===== src/rtl/legio_pkg.sv =====
`timescale 1ns/1ps
package legio_pkg;

    // Route register states
    typedef enum logic [1:0] {
        ST_IDLE = 2'd0,
        ST_AGP  = 2'd1,
        ST_PCI  = 2'd2,
        ST_DROP = 2'd3
    } rt_state_t;

    localparam int RT_W = 3;

    localparam logic [RT_W-1:0] ROUTE_NONE = 3'b000;
    localparam logic [RT_W-1:0] ROUTE_AGP  = 3'b001;
    localparam logic [RT_W-1:0] ROUTE_PCI  = 3'b010;
    localparam logic [RT_W-1:0] ROUTE_DROP = 3'b100;

endpackage


===== src/rtl/legio_vga_match.sv =====
`timescale 1ns/1ps
// Legacy VGA / monochrome port match on the alias field only.
module legio_vga_match #(
    parameter int ALIAS_W = 10,
    parameter logic [ALIAS_W-1:0] VGA_A_LO = 10'h3B0,
    parameter logic [ALIAS_W-1:0] VGA_A_HI = 10'h3BB,
    parameter logic [ALIAS_W-1:0] VGA_B_LO = 10'h3C0,
    parameter logic [ALIAS_W-1:0] VGA_B_HI = 10'h3DF,
    parameter int MONO_N = 6,
    parameter logic [MONO_N-1:0][ALIAS_W-1:0] MONO_PORTS =
        {10'h3BF, 10'h3BA, 10'h3B9, 10'h3B8, 10'h3B5, 10'h3B4}
) (
    input  logic [ALIAS_W-1:0] alias_addr,
    output logic               vga_hit,
    output logic               mono_hit
);

    logic [MONO_N-1:0] mono_eq;

    for (genvar g = 0; g < MONO_N; g++) begin : g_mono
        assign mono_eq[g] = (alias_addr == MONO_PORTS[g]);
    end

    assign mono_hit = |mono_eq;

    always_comb begin
        vga_hit = ((alias_addr >= VGA_A_LO) && (alias_addr <= VGA_A_HI)) ||
                  ((alias_addr >= VGA_B_LO) && (alias_addr <= VGA_B_HI));
    end

endmodule


===== src/rtl/legio_io_window.sv =====
`timescale 1ns/1ps
// Block-granular base/limit compare for the graphics IO window.
module legio_io_window #(
    parameter int IO_AW    = 16,
    parameter int GRAN_LSB = 12
) (
    input  logic [IO_AW-1:0] io_addr,
    input  logic [IO_AW-1:0] io_base,
    input  logic [IO_AW-1:0] io_limit,
    output logic             in_win
);

    localparam int BLK_W = IO_AW - GRAN_LSB;

    logic [BLK_W-1:0] blk_addr;
    logic [BLK_W-1:0] blk_base;
    logic [BLK_W-1:0] blk_lim;
    logic             win_on;
    logic             unused_low;

    assign blk_addr = io_addr[IO_AW-1:GRAN_LSB];
    assign blk_base = io_base[IO_AW-1:GRAN_LSB];
    assign blk_lim  = io_limit[IO_AW-1:GRAN_LSB];

    assign unused_low = ^{io_addr[GRAN_LSB-1:0], io_base[GRAN_LSB-1:0],
                          io_limit[GRAN_LSB-1:0]};

    always_comb begin
        win_on = (blk_lim >= blk_base);
        in_win = win_on && (blk_addr >= blk_base) && (blk_addr <= blk_lim);
    end

endmodule


===== src/rtl/legio_mem_window.sv =====
`timescale 1ns/1ps
// Legacy video memory window and its monochrome sub-range.
module legio_mem_window #(
    parameter int ADDR_W = 32,
    parameter logic [ADDR_W-1:0] VID_LO  = 'h000A_0000,
    parameter logic [ADDR_W-1:0] VID_HI  = 'h000B_FFFF,
    parameter logic [ADDR_W-1:0] MONO_LO = 'h000B_0000,
    parameter logic [ADDR_W-1:0] MONO_HI = 'h000B_7FFF
) (
    input  logic [ADDR_W-1:0] mem_addr,
    output logic              vid_hit,
    output logic              mono_hit
);

    always_comb begin
        vid_hit  = (mem_addr >= VID_LO)  && (mem_addr <= VID_HI);
        mono_hit = (mem_addr >= MONO_LO) && (mem_addr <= MONO_HI);
    end

endmodule


===== src/rtl/legio_route_decoder.sv =====
`timescale 1ns/1ps
// Processor cycle routing decoder: AGP, PCI or unclaimed, one clock latency.
module legio_route_decoder
    import legio_pkg::*;
#(
    parameter int ADDR_W   = 32,
    parameter int IO_AW    = 16,
    parameter int ALIAS_W  = 10,
    parameter int GRAN_LSB = 12
) (
    input  logic              clk,
    input  logic              rst,
    input  logic              req_valid,
    input  logic              req_mem,
    input  logic              req_cpu,
    input  logic [ADDR_W-1:0] req_addr,
    input  logic              cfg_vga_en,
    input  logic              cfg_isa_en,
    input  logic              cfg_mono_en,
    input  logic [IO_AW-1:0]  cfg_io_base,
    input  logic [IO_AW-1:0]  cfg_io_limit,
    output logic              out_valid,
    output logic [RT_W-1:0]   out_route
);

    localparam int ISA_HI = ALIAS_W - 1;
    localparam int ISA_LO = ALIAS_W - 2;

    logic [IO_AW-1:0]   io_addr;
    logic [ALIAS_W-1:0] alias_addr;
    logic               io_vga;
    logic               io_mono;
    logic               io_in_win;
    logic               isa_upper;
    logic               mem_vid;
    logic               mem_mono;

    rt_state_t state_q;
    rt_state_t state_nxt;

    assign io_addr    = req_addr[IO_AW-1:0];
    assign alias_addr = req_addr[ALIAS_W-1:0];
    assign isa_upper  = |req_addr[ISA_HI:ISA_LO];

    legio_vga_match #(
        .ALIAS_W (ALIAS_W)
    ) u_vga (
        .alias_addr (alias_addr),
        .vga_hit    (io_vga),
        .mono_hit   (io_mono)
    );

    legio_io_window #(
        .IO_AW    (IO_AW),
        .GRAN_LSB (GRAN_LSB)
    ) u_win (
        .io_addr  (io_addr),
        .io_base  (cfg_io_base),
        .io_limit (cfg_io_limit),
        .in_win   (io_in_win)
    );

    legio_mem_window #(
        .ADDR_W (ADDR_W)
    ) u_mem (
        .mem_addr (req_addr),
        .vid_hit  (mem_vid),
        .mono_hit (mem_mono)
    );

    // Priority decision: next route state
    always_comb begin
        state_nxt = ST_IDLE;
        if (req_valid) begin
            if (!req_cpu) begin
                state_nxt = ST_DROP;
            end else if (req_mem) begin
                if (!mem_vid) begin
                    state_nxt = ST_DROP;
                end else if (cfg_vga_en && cfg_mono_en && mem_mono) begin
                    state_nxt = ST_PCI;
                end else if (cfg_vga_en) begin
                    state_nxt = ST_AGP;
                end else begin
                    state_nxt = ST_PCI;
                end
            end else if (cfg_vga_en && cfg_mono_en && io_mono) begin
                state_nxt = ST_PCI;
            end else if (cfg_vga_en && io_vga) begin
                state_nxt = ST_AGP;
            end else if (cfg_isa_en && isa_upper) begin
                state_nxt = ST_PCI;
            end else if (io_in_win) begin
                state_nxt = ST_AGP;
            end else begin
                state_nxt = ST_PCI;
            end
        end
    end

    // State register
    always_ff @(posedge clk) begin
        if (rst) begin
            state_q <= ST_IDLE;
        end else begin
            state_q <= state_nxt;
        end
    end

    // Outputs from the registered state
    always_comb begin
        unique case (state_q)
            ST_IDLE: begin out_valid = 1'b0; out_route = ROUTE_NONE; end
            ST_AGP:  begin out_valid = 1'b1; out_route = ROUTE_AGP;  end
            ST_PCI:  begin out_valid = 1'b1; out_route = ROUTE_PCI;  end
            ST_DROP: begin out_valid = 1'b1; out_route = ROUTE_DROP; end
            default: begin out_valid = 1'b0; out_route = ROUTE_NONE; end
        endcase
    end

endmodule


===== config.mk =====
export PLATFORM = sky130hd
export DESIGN_NAME = legio_route_decoder
export DESIGN_NICKNAME = d
export VERILOG_FILES = /design/src/rtl/legio_pkg.sv /design/src/rtl/legio_vga_match.sv /design/src/rtl/legio_io_window.sv /design/src/rtl/legio_mem_window.sv /design/src/rtl/legio_route_decoder.sv
export SDC_FILE = /design/constraint.sdc
export NUM_CORES = 1
export LEC_CHECK = 0
export ABC_AREA = 0
export BUFFER_PORTS_ARGS = -buffer_cell sky130_fd_sc_hd__buf_4
export CORE_MARGIN = 1
export CORE_UTILIZATION = 32
export CTS_CLUSTER_DIAMETER = 100
export DETAILED_ROUTE_END_ITERATION = 8
export GPL_ROUTABILITY_DRIVEN = 0
export PLACE_DENSITY = 0.84
export SETUP_SLACK_MARGIN = 0.15
export SLEW_MARGIN = 20
export SYNTH_ARGS = -nofsm -noshare
export SYNTH_HDL_FRONTEND = slang
export SYNTH_SLANG_ARGS = --single-unit

===== constraint.sdc =====
create_clock -name clk -period 2.75 [get_ports clk]
set_input_delay 0.55 -clock clk [delete_from_list [all_inputs] [get_ports clk]]
set_output_delay 0.55 -clock clk [all_outputs]
set_load 0.02 [all_outputs]

==> results.cfg, run 1 <==
[die]
dieHeight_um = 43.3
initial_core_util_pct = 35.1
rows = 14
die_w_um = 43.3
design.die.area_um2 = 1880
core_um2 = 1560
ios = 76

[route]
wire_per_inst_um = 11.5
vias_per_cell = 5.05
dr.pass1.iters = 6
wirelength_mm = 1.61
vias = 707
antenna_left = 0
drt_iter0_drc = 12
drcViolationCount = 4

[clock_tree]
cts.repair.resized = 0
cts_hold_buf = 0
htree_levels = 1
cts_root_buffer = clkbuf_4
clk_pin_slew_ps = 30
cts_tree = done
post_cts_buffers = 0
clock-sinks = 2
numCtsBuffers = 3
cts_max_path_buffers = 2

[global_route]
track_usage_pct = 19.3
grt_max_degree = 5
grt_pass1_wl_mm = 2.77
antenna_found_initial = 0
grt_overflow = 0
grt_pass1_vias = 708

[synth]
avgSynthCellArea_um2 = 7.59
synth_area_leader_cell = ha_1
netlist.area_leader.share_pct = 27.5
yosys_warnings = 0
synthTopCellsByArea = ha_1 (27%), inv_1 (7.6%), dfxtp_1 (7.3%)
synth_area_um2 = 547
synth_cells = 72
yosysSeqAreaShare_pct = 7.32
synth-seq-cells = 2
syn_nets = 156
ys_types = 34

[timing]
finalCritPeriodShare_pct = 67.6
tns_ps = 0
period_needed_ps = 1860
tightest_slew_ps = 301
rsz0062_at_grt = false
slew_headroom_pct = 79.7
hold_viol_final = 0
slew_viol_final = 0
fmax_mhz = 538
setup_viol_count_final = 0

[setup_path]
worstPathCellList = buf_4 > ha_1 > a211oi_2 > o21ai_1 > o211ai_1 > a32oi_1 > a2111oi_2
cp.buffers_inverters = 1
crit_path_top_delay_cell = a2111oi_2
cp_slowest_stage_delay_ps = 390
crit_fanout = 3
worst_setup_path_start_kind = input pin
worst_setup_path_end_kind = flip-flop
worstSetupPathType = input pin to flip-flop
path_delay_family = compound AO/OA/AOI/OAI gates
cp.required_ps = 2860
cp.arrival_ps = 1970

[status]
violations = DRC
status = complete, but fails checks

[placement]
dp_cells = 137
port_buffers = 49
hpwl_mm = 1.49

[flow_run]
cap_violations = 0

[power_and_ir_drop]
p_leak_nw = 0.500
ir_drop_v = 0.000102
power_density_nw_per_um2 = 228

[min_path]
hold_path.class = input pin to flip-flop

[finish]
reg.largest.list = state_q: 2 flops
final_cell_mix = buf_4 (49), ha_1 (12), inv_1 (11)
nFillCells = 138
instances_no_fill = 140
largest_reg_flops = 2
fin_nets = 210
final_common_cell = buf_4
final_layout_size_suffix_gt1_share_pct = 46.0
synthToLayoutAreaGrowth_pct = 75.1
largest-register = state_q
antennaDiodeCount = 0
==> kinds of logic (layout without fill, tap and decap cells) <==
logic type	count (synthesis)	after routing	synth area share, %
and+or+nand+nor	28	28	30.4
AOI/OAI and AO/OA	18	18	25.6
adders and majority gates	12	12	27.5
buffers and inverters	11	63	7.55
DFF	2	2	7.32
xor gates and xnor gates	1	1	1.60
==> layer usage <==
metal  global-route usage, %  wire [um]
met5                       0          0
met4                    6.88         24
met3                    2.92         46
met2                    34.5        851
met1                    23.2        684
==> cell usage after synthesis <==
master     instances
ha_1              12
inv_1             11
nand2_1            5
o21ai_0            5
nand4_1            3
nor2_1             3
nor2b_1            3
dfxtp_1            2
nor4_1             2
o21ai_1            2
a2111oi_2          1
a211oi_2           1
a21boi_0           1
a21oi_1            1
a221oi_2           1
a31o_2             1
a31oi_1            1
a32o_1             1
a32oi_1            1
and2_1             1
and3b_1            1
and4_1             1
nand2b_1           1
nand3_1            1
nand4b_1           1
nor3_1             1
nor3b_1            1
nor4b_1            1
o211ai_1           1
o221ai_1           1
or2_2              1
or3_1              1
or3b_1             1
xnor2_1            1
==> worst paths after layout <==
path | end | cells past startpoint | slack, ps | start
worst min-delay path | state_q[1]$_SDFF_PP0_ | 3 | 650 | cfg_vga_en
worst max-delay path | state_q[0]$_SDFF_PP0_ | 7 | 890 | req_addr[14]
==> through the flow <==
step / power, mW / utilization (%) / hold WS (ps) / area [um2] / setup slack [ps]
after floorplan: 0.0852 / - / 733 / 547 / 923
after global placement: 0.150 / 60.0 / 870 / 935 / 701
after detailed placement: 0.154 / 60.0 / 874 / 935 / 686
after CTS: 0.220 / 61.4 / 641 / 957 / 912
after global routing: 0.241 / 61.4 / 654 / 957 / 753
final: 0.218 / 61.4 / 648 / 957 / 891
==> layout make-up <==
class                      instances  area (um2)  share of cell area (%)
clock buffer                       3        22.5                    2.35
inverter                          11        41.3                    4.31
multi-input combinational         59         465                    48.6
sequential                         2        40.0                    4.18
tap                               16        20.0                    2.09
timing repair buffer              49         368                    38.4
==> where the power goes <==
group / internal (mW) / leakage, nW / total [mW] / switching, mW
sequential: 0.0310 / 0.0166 / 0.0322 / 0.00116
clock: 0.0481 / 0.0138 / 0.0645 / 0.0163
combinational: 0.0726 / 0.470 / 0.121 / 0.0489
total: 0.152 / 0.500 / 0.218 / 0.0664
No activity file was read; power rests on OpenSTA's default activity.
==> run 2, diff against run 1 <==
CORE_UTILIZATION = 30   (was 32)
PLACE_DENSITY = 0.79   (was 0.84)
clock period = 1.8 ns   (was 2.75 ns; I/O delays follow)
==> results.cfg, run 2 (synthesis gave the netlist of run 1 again) <==
[clock_tree]
clk_pin_slew_ps = 30
numCtsBuffers = 3
cts_tree = done
cts_max_path_buffers = 2
clock-sinks = 2
htree_levels = 1
cts_hold_buf = 0
cts_root_buffer = clkbuf_4

[timing]
tightest_slew_ps = 288
setup_ws_ps = 246
finalCritPeriodShare_pct = 86.4
rsz0062_at_grt = false
fmax_mhz = 643
setup_viol_count_final = 0
holdWs_ps = 426
slew_headroom_pct = 80.6
slew_viol_final = 0
hold_viol_final = 0
period_needed_ps = 1550

[placement]
place_ws_ps = -64.4
hpwl_mm = 1.36
port_buffers = 49
dp_cells = 147
dpl_cell_area_um2 = 953

[die]
core_um2 = 1710
ios = 76
design.die.area_um2 = 2000
die_w_um = 44.7
initial_core_util_pct = 32.0
dieHeight_um = 44.7
rows = 15

[route]
vias = 735
wirelength_mm = 1.54
wire_per_inst_um = 10.2
vias_per_cell = 4.90
dr.pass1.iters = 4
antenna_left = 0
drcViolationCount = 0
drt_iter0_drc = 10

[global_route]
grt_pass1_vias = 622
grt_pass1_wl_mm = 2.16
grt_overflow = 0
antenna_found_initial = 0
track_usage_pct = 14.1
grt_max_degree = 5

[finish]
largest-register = state_q
instances_no_fill = 150
largest_reg_flops = 2
final_layout_size_suffix_gt1_share_pct = 46.4
final_common_cell = buf_4
synthToLayoutAreaGrowth_pct = 78.5
antennaDiodeCount = 0
final_cell_mix = buf_4 (50), ha_1 (12), inv_1 (11)
reg.largest.list = state_q: 2 flops
fin_nets = 211
final_cell_area_um2 = 976

[min_path]
hold_depth = 3
hold_path.class = input pin to flip-flop

[setup_path]
cp.required_ps = 1930
worstSetupPathType = input pin to flip-flop
crit_cells = 7
worstPathCellList = buf_4 > ha_1 > a211oi_2 > o21ai_1 > o211ai_1 > a32oi_1 > a2111oi_2
crit_fanout = 3
worst_setup_path_start_kind = input pin
path_delay_family = compound AO/OA/AOI/OAI gates
cp.arrival_ps = 1680
worst_setup_path_end_kind = flip-flop
cp_slowest_stage_delay_ps = 330
crit_path_top_delay_cell = ha_1
cp.buffers_inverters = 1

[flow_run]
cap_violations = 0

[power_and_ir_drop]
ir_drop_v = 0.000155
power_density_nw_per_um2 = 354
fin_total_pwr_mw = 0.345
p_leak_nw = 0.505

[status]
status = finished, final reports clean
[run 2: changes by cell type in the layout (fill, tap and decap cells not counted), sizes merged]
cell / before / now
buf: 49 / 50
[run 2: per-layer routing]
layer / vias up / part of all wire [%] / global-route usage (%)
met5: - / 0 / 0
met4: 0 / 1.1 / 5.45
met3: 3 / 3.9 / 1.20
met2: 20 / 56 / 28.8
met1: 334 / 39 / 14.6
li1: 378 / - / -
[run 2: final timing paths]
kind | end | slack [ps] | start
worst min-delay path | state_q[1]$_SDFF_PP0_ | 430 | cfg_vga_en
worst max-delay path | state_q[0]$_SDFF_PP0_ | 250 | req_addr[14]
[run 2: metrics by stage]
stage | TNS [ps] | utilization, %
after floorplan | 0 | -
after global placement | -65.5 | 55.8
after detailed placement | -64.4 | 55.8
after CTS | 0 | 57.1
after global routing | 0 | 57.1
final | 0 | 57.1
[run 2: where the power goes]
part / switching, mW / internal (mW) / leakage [nW]
Clock: 0.0340 / 0.0742 / 0.0138
Combinational: 0.0734 / 0.114 / 0.475
Sequential: 0.00183 / 0.0473 / 0.0166
Total: 0.109 / 0.236 / 0.505
[run 2: cell type report]
class                      count  area (um2)
fill                         168         732
clock buffer                   3        22.5
inverter                      11        41.3
timing repair buffer          50         375
tap                           25        31.3
sequential                     2        40.0
multi-input combinational     59         465
[run 2: repair_timing]
| action | in CTS | in global routing |
|---|---|---|
| resized for setup | 0 | 1 |
| endpoints found under the setup margin | 0 | 1 |
| setup buffers | 0 | 0 |
==> run 3, diff against run 2 <==
CORE_ASPECT_RATIO = 0.75   (was unset)
==> results.cfg, run 3 (synthesis gave the netlist of run 1 again) <==
[status]
status = finished, final reports clean

[finish]
finish.utilization_pct = 61.8
antennaDiodeCount = 0
final_layout_size_suffix_gt1_share_pct = 47.2
instances_no_fill = 146
largest_reg_flops = 2
multiInputGateArea_um2 = 478
nFillCells = 160
final_cell_mix = buf_4 (50), inv_1 (11), ha_1 (11)
fin_nets = 211
final-seq-area_um2 = 40.0
final_common_cell = buf_4
reg.largest.list = state_q: 2 flops
synthToLayoutAreaGrowth_pct = 79.9
largest-register = state_q

[timing]
rsz0062_at_grt = true
fmax_mhz = 635
finalCritPeriodShare_pct = 87.5
setup_viol_count_final = 0
slew_viol_final = 0
hold_viol_final = 0
tns_ps = 0
period_needed_ps = 1570
tightest_slew_ps = 323
slew_headroom_pct = 78.3

[setup_path]
worst_setup_path_start_kind = input pin
crit_fanout = 2
worst_setup_path_end_kind = flip-flop
cp.arrival_ps = 1730
worstSetupPathType = input pin to flip-flop
cp.required_ps = 1950

[min_path]
hold_path.class = input pin to flip-flop
hp-start = rst
hold_depth = 3
whs_endpoint = state_q[0]$_SDFF_PP0_

[route]
vias_per_cell = 5.18
dr.pass1.iters = 4
antenna_left = 0
drt_iter0_drc = 15
drcViolationCount = 0
wire_per_inst_um = 13.2
vias = 757
wirelength_mm = 1.92

[clock_tree]
numCtsBuffers = 3
cts_hold_buf = 0
cts_root_buffer = clkbuf_4
clock-sinks = 2
cts_tree = done
cts_max_path_buffers = 2
clk_pin_slew_ps = 30
htree_levels = 1

[power_and_ir_drop]
power_density_nw_per_um2 = 359
fin_total_pwr_mw = 0.353
ir_drop_v = 0.000160
p_leak_nw = 0.505

[die]
dieHeight_um = 39.0
design.die.area_um2 = 2000
core_um2 = 1590
initial_core_util_pct = 34.4
die_w_um = 51.3
ios = 76
rows = 12

[global_route]
grt_overflow = 0
grt_pass1_vias = 764
grt_pass1_wl_mm = 2.97
antenna_found_initial = 0
track_usage_pct = 20.5
grt_max_degree = 5

[flow_run]
cap_violations = 0

[placement]
dp_cells = 143
port_buffers = 49
hpwl_mm = 1.68
==> run 3: cell types whose count changed in the layout (fill, tap and decap cells not counted) <==
cell,previous run,this run
ha_1,12,11
ha_4,0,1
==> run 3: stage by stage <==
stage / area (um2) / setup slack (ps) / hold slack [ps]
global placement: 948 / -32.3 / 671
finish: 983 / 225 / 447
global route: 983 / 152 / 463
floorplan: 547 / 163 / 543
detailed placement: 948 / -76.3 / 690
CTS: 971 / 182 / 447
==> run 3: final cells by class <==
| cell class | count | share of cell area, % |
|---|---|---|
| tap | 21 | 2.67 |
| clock buffer | 3 | 2.29 |
| multi-input combinational | 59 | 48.6 |
| timing repair buffer | 50 | 38.2 |
| sequential | 2 | 4.07 |
| inverter | 11 | 4.20 |
==> run 3: worst max path at each step <==
stage	cells after the start	to	slack, ps	from
floorplan	7	state_q[0]$_SDFF_PP0_	160	cfg_io_limit[14]
CTS	7	state_q[0]$_SDFF_PP0_	180	req_addr[14]
detailed placement	7	state_q[0]$_SDFF_PP0_	-80	req_addr[14]
finish	8	state_q[1]$_SDFF_PP0_	230	req_addr[12]
global route	8	state_q[1]$_SDFF_PP0_	150	req_addr[12]
global placement	7	state_q[0]$_SDFF_PP0_	-30	req_addr[14]
==> run 3: critical path, stage by stage <==
cell,delay (ps)
buf_4,110
inv_1,80
ha_1,240
nor2_1,100
a21oi_1,70
or3_1,350
a32o_1,250
a31oi_1,180
==> run 3: power by group <==
group          internal [mW]  total, mW  switching (mW)
sequential            0.0473     0.0492         0.00190
combinational          0.117      0.197          0.0810
clock                 0.0741      0.106          0.0322
==> run 3: what timing repair did <==
item                                    4_1_cts  5_1_grt
setup buffers                                 0        0
gates resized for setup                       0        2
pin swaps                                     1        4
endpoints found under the setup margin        1        2
==> run 3: per-layer routing <==
metal	share of wire [%]	vias up	routed length, um	track usage, %
li1	-	379	-	-
met1	43	347	828	22.6
met2	52	29	993	39.1
met3	4.4	2	85	2.75
met4	0.68	0	13	10.8
met5	0	-	0	0
